`src/rtl/irq_agg_pkg.sv`:
```
package irq_agg_pkg;
  localparam int IRQ_WORD_W = 32;
  typedef logic [IRQ_WORD_W-1:0] irq_word_t;
endpackage

```
`src/rtl/irq_rst_sync.sv`:
```
module irq_rst_sync (
  input  logic clk,
  input  logic rst_n,
  output logic rst_sync_n
);
  logic [1:0] sync_q;

  always_ff @(posedge clk or negedge rst_n) begin
    if (!rst_n) sync_q <= 2'b00;
    else        sync_q <= {sync_q[0], 1'b1};
  end

  assign rst_sync_n = sync_q[1];
endmodule

```
`src/rtl/irq_pending_bank.sv`:
```
module irq_pending_bank
  import irq_agg_pkg::*;
#(
  parameter int NW = 2
) (
  input  logic                clk,
  input  logic                rst_n,
  input  irq_word_t [NW-1:0]  src,
  input  logic      [NW-1:0]  clr_hit,
  input  irq_word_t           clr_data,
  output irq_word_t [NW-1:0]  pend_q
);
  irq_word_t [NW-1:0] pend_d;
  irq_word_t [NW-1:0] clr_mask;

  always_comb begin
    for (int w = 0; w < NW; w++) begin
      clr_mask[w] = clr_hit[w] ? clr_data : '0;
      // set beats clear so no event is lost
      pend_d[w]   = (pend_q[w] & ~clr_mask[w]) | src[w];
    end
  end

  always_ff @(posedge clk or negedge rst_n) begin
    if (!rst_n) pend_q <= '0;
    else        pend_q <= pend_d;
  end

  for (genvar w = 0; w < NW; w++) begin : g_chk
    p_sticky_r2: assert property (@(posedge clk) disable iff (!rst_n)
      1'b1 |=> ((($past(pend_q[w]) & ~$past(clr_mask[w])) & ~pend_q[w]) == '0));
    p_set_wins_r4: assert property (@(posedge clk) disable iff (!rst_n)
      1'b1 |=> (($past(src[w]) & ~pend_q[w]) == '0));
    p_clear_r3: assert property (@(posedge clk) disable iff (!rst_n)
      1'b1 |=> ((pend_q[w] & $past(clr_mask[w]) & ~$past(src[w])) == '0));
  end
endmodule

```
`src/rtl/irq_enable_bank.sv`:
```
module irq_enable_bank
  import irq_agg_pkg::*;
#(
  parameter int NW = 2
) (
  input  logic                clk,
  input  logic                rst_n,
  input  logic      [NW-1:0]  wr_hit,
  input  irq_word_t           wdata,
  output irq_word_t [NW-1:0]  en_q
);
  irq_word_t [NW-1:0] en_d;

  always_comb begin
    en_d = en_q;
    for (int w = 0; w < NW; w++) begin
      if (wr_hit[w]) en_d[w] = wdata;
    end
  end

  always_ff @(posedge clk or negedge rst_n) begin
    if (!rst_n) en_q <= '0;
    else        en_q <= en_d;
  end

  for (genvar w = 0; w < NW; w++) begin : g_chk
    p_en_write_r5: assert property (@(posedge clk) disable iff (!rst_n)
      wr_hit[w] |=> (en_q[w] == $past(wdata)));
    p_en_hold_r5: assert property (@(posedge clk) disable iff (!rst_n)
      !wr_hit[w] |=> $stable(en_q[w]));
  end
endmodule

```
`src/rtl/irq_line_gen.sv`:
```
module irq_line_gen
  import irq_agg_pkg::*;
#(
  parameter int NW = 2
) (
  input  logic                clk,
  input  logic                rst_n,
  input  irq_word_t [NW-1:0]  pend,
  input  irq_word_t [NW-1:0]  en,
  output logic                level_q,
  output logic                pulse_q
);
  logic any_hit;
  logic req;
  logic level_d;
  logic pulse_d;

  always_comb begin
    any_hit = 1'b0;
    for (int w = 0; w < NW; w++) begin
      any_hit = any_hit | (|(pend[w] & en[w]));
    end
    req     = any_hit & en[0][0];
    level_d = req;
    pulse_d = req & ~level_q;
  end

  always_ff @(posedge clk or negedge rst_n) begin
    if (!rst_n) begin
      level_q <= 1'b0;
      pulse_q <= 1'b0;
    end else begin
      level_q <= level_d;
      pulse_q <= pulse_d;
    end
  end

  p_master_gate_r6: assert property (@(posedge clk) disable iff (!rst_n)
    !en[0][0] |=> !level_q);
  p_pulse_width_r7: assert property (@(posedge clk) disable iff (!rst_n)
    pulse_q |=> !pulse_q);
  p_pulse_on_rise_r7: assert property (@(posedge clk) disable iff (!rst_n)
    $rose(level_q) |-> pulse_q);
  p_pulse_needs_level_r7: assert property (@(posedge clk) disable iff (!rst_n)
    pulse_q |-> level_q);
endmodule

```
`src/rtl/irq_aggregator.sv`:
```
module irq_aggregator
  import irq_agg_pkg::*;
#(
  parameter int NUM_SRC = 64,
  parameter int NUM_OUT = 4,
  parameter int ADDR_W  = 8
) (
  input  logic               clk,
  input  logic               rst_n,
  input  logic [NUM_SRC-1:0] src_i,
  input  logic               bus_sel,
  input  logic               bus_wr,
  input  logic [ADDR_W-1:0]  bus_addr,
  input  logic [31:0]        bus_wdata,
  output logic [31:0]        bus_rdata,
  output logic [NUM_OUT-1:0] irq_level_o,
  output logic [NUM_OUT-1:0] irq_pulse_o
);
  localparam int NW        = NUM_SRC / IRQ_WORD_W;
  localparam int IDX_W     = ADDR_W - 2;
  localparam int STAT_BASE = 0;
  localparam int CLR_BASE  = NW;
  localparam int EN_BASE   = 2 * NW;

  logic               rst_s_n;
  logic [IDX_W-1:0]   idx;
  logic               addr_ok;
  logic               wr_go;
  irq_word_t [NW-1:0] src_w;
  irq_word_t [NW-1:0] pend;
  logic      [NW-1:0] clr_hit;
  irq_word_t [NW-1:0] en_all [NUM_OUT];
  logic      [NW-1:0] en_hit [NUM_OUT];

  assign idx     = bus_addr[ADDR_W-1:2];
  assign addr_ok = (bus_addr[1:0] == 2'b00);
  assign wr_go   = bus_sel & bus_wr & addr_ok;
  assign src_w   = src_i;

  irq_rst_sync u_rst (
    .clk        (clk),
    .rst_n      (rst_n),
    .rst_sync_n (rst_s_n)
  );

  for (genvar w = 0; w < NW; w++) begin : g_clr
    assign clr_hit[w] = wr_go & (idx == IDX_W'(CLR_BASE + w));
  end

  irq_pending_bank #(.NW(NW)) u_pend (
    .clk      (clk),
    .rst_n    (rst_s_n),
    .src      (src_w),
    .clr_hit  (clr_hit),
    .clr_data (bus_wdata),
    .pend_q   (pend)
  );

  for (genvar g = 0; g < NUM_OUT; g++) begin : g_out
    for (genvar w = 0; w < NW; w++) begin : g_hit
      assign en_hit[g][w] = wr_go & (idx == IDX_W'(EN_BASE + g * NW + w));
    end

    irq_enable_bank #(.NW(NW)) u_en (
      .clk    (clk),
      .rst_n  (rst_s_n),
      .wr_hit (en_hit[g]),
      .wdata  (bus_wdata),
      .en_q   (en_all[g])
    );

    irq_line_gen #(.NW(NW)) u_line (
      .clk     (clk),
      .rst_n   (rst_s_n),
      .pend    (pend),
      .en      (en_all[g]),
      .level_q (irq_level_o[g]),
      .pulse_q (irq_pulse_o[g])
    );
  end

  always_comb begin
    bus_rdata = '0;
    if (bus_sel && !bus_wr && addr_ok) begin
      for (int w = 0; w < NW; w++) begin
        if (idx == IDX_W'(STAT_BASE + w)) bus_rdata = pend[w];
      end
      for (int g = 0; g < NUM_OUT; g++) begin
        for (int w = 0; w < NW; w++) begin
          if (idx == IDX_W'(EN_BASE + g * NW + w)) bus_rdata = en_all[g][w];
        end
      end
    end
  end

  p_reset_quiet_r1: assert property (@(posedge clk) disable iff (!rst_s_n)
    $rose(rst_s_n) |-> (irq_level_o == '0 && irq_pulse_o == '0));
  p_pulse_onehot_src_r10: assert property (@(posedge clk) disable iff (!rst_s_n)
    $countones(irq_pulse_o & ~irq_level_o) == 0);
endmodule

```
`config.mk`:
```
export PLATFORM = sky130hd
export DESIGN_NAME = irq_aggregator
export DESIGN_NICKNAME = d
export VERILOG_FILES = /design/src/rtl/irq_agg_pkg.sv /design/src/rtl/irq_rst_sync.sv /design/src/rtl/irq_pending_bank.sv /design/src/rtl/irq_enable_bank.sv /design/src/rtl/irq_line_gen.sv /design/src/rtl/irq_aggregator.sv
export SDC_FILE = /design/constraint.sdc
export NUM_CORES = 1
export LEC_CHECK = 0
export ABC_AREA = 1
export BUFFER_PORTS_ARGS = -buffer_cell sky130_fd_sc_hd__buf_2
export CORE_ASPECT_RATIO = 1.2
export CORE_UTILIZATION = 50
export DETAILED_ROUTE_END_ITERATION = 10
export GPL_TIMING_DRIVEN = 0
export PLACE_DENSITY = 0.71
export SETUP_SLACK_MARGIN = 0.3
export SYNTH_ARGS = -nofsm -noshare
export SYNTH_HDL_FRONTEND = slang
export SYNTH_HIERARCHICAL = 1
export SYNTH_SLANG_ARGS = --single-unit
export TNS_END_PERCENT = 30
```
`constraint.sdc`:
```
create_clock -name clk -period 10.5 [get_ports clk]
set_input_delay 2.1 -clock clk [delete_from_list [all_inputs] [get_ports clk]]
set_output_delay 2.1 -clock clk [all_outputs]
set_load 0.005 [all_outputs]
```
Yosys cells after proc, flatten, opt, wreduce, memory -nomap -nowiden. Cells that the tools add are included. Widths: inputs -> output; s select.

Latch bits: 0. Bits in writable memories: 0. Flip-flop bits (word level): 330. Memories kept: 0. Memory bits (read-only): 0. Input bits: 108. Output and inout port bits: 40. Logic and storage cells: 98.

Shift operators: 0. Reduce and logical (&&, ||, !) cells: 13. $mul: 0. Order comparisons: 0. Equal/unequal tests: 11. Muxes and demuxes: 13. Bitwise operators: 42. Div/mod/pow operators: 0. $add $sub $neg: 0.

Operator list (count): $mux 32 (13); $and 32x32->32 (10); $reduce_or 32->1 (8); $not 32->32 (2); $or 32x32->32 (2); $eq 6x3->1 const B (4); $eq 6x4->1 const B (4); $and 1x1->1 (20); $eq 6x2->1 const B (2); $eq 6x1->1 const B (1); $logic_not 6->1 (1); $not 1->1 (4); $or 1x1->1 (4); $logic_and 1x1->1 (2); $logic_not 2->1 (1); $logic_not 1->1 (1).

Logic depth before layout (Yosys ltp).
Depth in word-level cells: 12. Mapped depth: 12. Gate-level depth less buffers: 11.

Cells and area by module. Netlist, hierarchy kept.

Modules (own cells, without submodules): irq_enable_bank (sequential area each 1601.5 µm², instances 4, cells an instance 272, area each 2534.9 µm²); irq_aggregator (sequential area each 0.0 µm², instances 1, cells an instance 760, area each 3415.8 µm²); irq_pending_bank (sequential area each 1601.5 µm², instances 1, cells an instance 326, area each 2630.0 µm²); irq_line_gen (sequential area each 50.0 µm², instances 4, cells an instance 132, area each 541.8 µm²); irq_rst_sync (sequential area each 50.0 µm², instances 1, cells an instance 3, area each 53.8 µm²).

Worst setup path before layout. Ideal clock, no wire load.

Path kind: input-to-output. From: input bus_addr[7]. To: output bus_rdata[5]. Data arrival time: 3155 ps. Stages on the path: 11. Path buffers: 2. Setup slack: 5245 ps. Required time: 8400 ps. Path through: nor2_4 -> buf_2 -> buf_1 -> nand4_1 -> nand2_1 -> nor2_1 -> nand3_1 -> nand2_1 -> nand4_1 -> nand2_1 -> inv_1.

Cells in the longest elaborated chain, start to end: 12. Elaborated cells between the ends (all ways): 21. Classes of those cells: eq/ne: 9; mux: 11; reduce/logical: 1.

RTL lines: start: declaration (line irq_aggregator.sv:13) `input logic [ADDR_W-1:0] bus_addr,`; $logic_not 6->1 (line irq_aggregator.sv:86) `if (idx == IDX_W'(STAT_BASE + w)) bus_rdata = pend[w];`; $mux 32 (2 in series) (line irq_aggregator.sv:86); $mux 32 (7 in series) (line irq_aggregator.sv:90) `if (idx == IDX_W'(EN_BASE + g * NW + w)) bus_rdata = en_all[g][w];`; $mux 32 (*) (line irq_aggregator.sv:90); $mux 32 (*) (line irq_aggregator.sv:84) `if (bus_sel && !bus_wr && addr_ok) begin`; end: declaration (line irq_aggregator.sv:15) `output logic [31:0] bus_rdata,`.

Mark *: on every way between the ends. The rest lies on a longest branch, timed or not.

Worst setup path after layout.
From: input bus_addr[7]. To: output bus_rdata[2].

Same word-level chain as after synthesis.

==> run_results.csv <==
group,metric,value,unit
cts,clk_pin_slew_worst_paths,0.06,ns
timing,fmax,153,MHz
floorplanning,fp.dieW,177,um
cts,insertion_delay,0.55,ns
yosys,yosys_most_used_dff,"dfrtp_1",
power,combPwrFrac,9.2,%
detailed_routing,viasPerCell,5.68,
floorplanning,die_area,37600,um^2
timing,fin_skew,0.0108,ns
cts,hold_buffers,0,
yosys,avgSynthCellArea,6.80,um^2
power,switching_share,26.7,%
power,internal_power,0.00219,W
yosys,syn_inst,2705,
global_routing,grt_pass1_wl,121000,um
cts,clock_sinks,330,
yosys,synth_top_area_share,44.9,%
final_layout,layout-drive-gt1-share,13.7,%
cts,clockBufferDepth,3,
global_routing,antenna_found_initial,2,
final_layout,syn2layout_area_growth,15.0,%
global_routing,grt_use_total,45.6,%
power,vdd.ir_drop.worst,125,uV
final_layout,nFillCells,3566,
yosys,ys_seq_area_share,44.9,%
worst_setup_path,required,8.40,ns
global_routing,grt_max_degree,69,
worst_setup_path,critPathMaxFanout,10,
timing,finalCritPeriodShare,62.2,%
yosys,syn_area,18400,um^2
global_routing,first_global_vias,18255,
floorplanning,die_h,212,um
power,power_frac_clock,46.4,%
cts,cts_setup_buffers,0,
floorplanning,io_pins,148,
yosys,synth-async-reset-ratio,100,%
timing,fin_hold_ws,0.302,ns
detailed_routing,vias,19300,
cts,cts_buffers,39,
yosys,synth_most_common_cell,"nand2_1",
worst_setup_path,crit_buf_inv,4,
detailed_routing,avgRoutedWirePerCell,25.0,um
yosys,yosys_warnings,6,
placement,port_buffers,147,
detailed_routing,drt_iter0_drc,2418,
worst_setup_path,cp-start-kind,"input port",
yosys,synthTopCellsByArea,"dfrtp_1 45%, nand2_1 32%, inv_1 4.0%",
power,power_frac_seq,44.5,%
status,outcome,"finished clean",
worst_setup_path,cp_top_family,"simple AND/OR/NAND/NOR gates",
flow_run,maxCapViolCount,0,
floorplanning,rows,76,
yosys,synth_top_cell_by_area,"dfrtp_1",
timing,slew_headroom,27.7,%
yosys,synth_seq_cells,330,
detailed_routing,ant_nets,0,
yosys,synth_edf_count,0,
yosys,synth_nets,2813,
worst_setup_path,slowest_stage,"nor2_1",
min_path,hold_class,"flop to asynchronous set/reset pin",
power,switchingPower,0.000797,W
floorplanning,core,36000,um^2
power,p_leak,12.4,nW
yosys,yosysUniqueCellTypes,27,
timing,max_slew.worst_pin.slew,1.08,ns
timing,finalMaxSlewViolations,0,
detailed_routing,routed_wl,84800,um
cts,ctsResizeCount,0,
worst_setup_path,crit_path_cell_trace,"buf_2 > nor2_4 > nand3_1 > nor2_1 > buf_2 > nand2_1 > nand4_1 > nand2_1 > nand3_1 > nand2_1 > inv_1 > buf_2",
worst_setup_path,cp-end-kind,"output port",
cts,root_buffer,"clkbuf_16",
power,pwr_density_cell,141,nW/um^2
worst_setup_path,slowest_delay,0.62,ns
worst_setup_path,crit_type,"input port to output port",
placement,hpwl,60500,um
timing,min_period,6.53,ns
timing,hold_violations,0,
placement,gp_congestion,1.02,
final_layout,design_area,21200,um^2
detailed_routing,first_pass_iters,7,
yosys,ys_top_cells_by_count,"1547 x nand2_1, 330 x dfrtp_1, 198 x inv_1, 161 x nor2_1, 96 x nand4_1",
global_routing,overflow,0,
cts,htree_levels,2,
placement,post_dp_cell_area,19900,um^2
timing,setup_viol,0,
detailed_routing,drcViolationCount,0,
worst_setup_path,critPathArrivalTime,4.43,ns
floorplanning,initial_utilization,51.1,%
timing,rsz0062_at_grt,"false",
cts,cts_tree,"done",
final_layout,nNetsFinal,3007,
## path summary, 6_finish.rpt
kind / endpoint / slack (ns) / from / depth (start not counted)
hold / removal: g_out[1].u_en/en_q[8] / 0.30 / u_rst/sync_q[1] / 0
setup / recovery: bus_rdata[2] / 3.97 / bus_addr[7] / 12
min in group clk: u_rst/sync_q[1] / 0.37 / u_rst/sync_q[0] / 0
max in group asynchronous: u_pend/pend_q[55] / 8.77 / u_rst/sync_q[1] / 3
setup reg to reg: g_out[2].u_line/pulse_q / 8.75 / u_pend/pend_q[47] / 8
hold reg to reg: g_out[1].u_en/en_q[8] / 0.30 / u_rst/sync_q[1] / 0
## area by class of cell
class	instances	area (um^2)	area share (%)
diodes	2	5.00	0.0236
plain buffers	117	933	4.41
clock buffers	61	1210	5.72
clock inverters	8	71.3	0.337
inverters	208	831	3.92
multi-input cells	2050	8390	39.6
flip-flops and latches	330	8260	39.0
well taps	468	586	2.77
repair buffers	153	881	4.16
## cell usage in the layout, fill, tap and decap left out, types with 6 or more instances in the layout
cell,netlist,layout
nor2_1,161,161
nor3_1,9,9
nor2_2,8,8
a21oi_1,37,37
o21ai_1,20,20
or2_2,16,16
nand3_1,63,63
clkbuf_1,21,30
o21ai_0,12,12
dfrtp_1,330,329
buf_2,25,172
clkbuf_8,0,11
inv_1,198,198
buf_1,7,7
clkbuf_16,0,41
nand2_2,61,61
nand4_1,96,96
buf_6,46,46
or2_1,6,6
nand2_1,1547,1547
or2_0,10,10
buf_4,14,15
## routing by layer
metal	GRT usage, %	wire (um)	vias up
met5	0	13	-
met4	32.4	6910	2
met3	11.5	9670	336
met2	69.6	37100	1302
met1	56.3	31000	9068
li1	-	-	8592
## flip-flops by register name, indices dropped and copies added, names as in the netlist
signal,cells
g_out.u_en/en_q,256
g_out.u_line/level_q,4
g_out.u_line/pulse_q,4
u_pend/pend_q,64
u_rst/sync_q,2
## power by group through the flow
stage / Clock (W) / Sequential (W) / Combinational, W
2_1_floorplan: 0 / 0.00136 / 0.000117
3_3_place_gp: 0 / 0.00137 / 0.000231
3_5_place_dp: 0 / 0.00135 / 0.000264
4_1_cts: 0.00138 / 0.00133 / 0.000265
5_1_grt: 0.00144 / 0.00133 / 0.000293
6_report: 0.00138 / 0.00133 / 0.000274
## cell families (layout without fill, tap and decap cells)
kind of cell	Yosys count	count (layout)	share of synthesized area, %
AND/OR/NAND/NOR	1980	1980	43.7
flip-flops	330	330	44.9
AO/OA/AOI/OAI	69	69	1.88
buffers and inverters	325	547	9.58
other	1	3	0.0204
## per-stage QoR
stage / cells / utilization, % / setup WS, ns / power [W] / setup TNS [ns]
2_1_floorplan: 2705 / - / 0.622 / 0.00148 / 0
3_3_place_gp: 3320 / 54.7 / -3.51 / 0.00160 / -1135.23
3_5_place_dp: 3326 / 55.2 / 4.10 / 0.00161 / 0
4_1_cts: 3395 / 58.7 / 4.09 / 0.00298 / 0
5_1_grt: 3395 / 58.7 / 3.88 / 0.00306 / 0
6_report: 3397 / 58.7 / 3.97 / 0.00299 / 0
No activity file was read; power rests on OpenSTA's default activity.
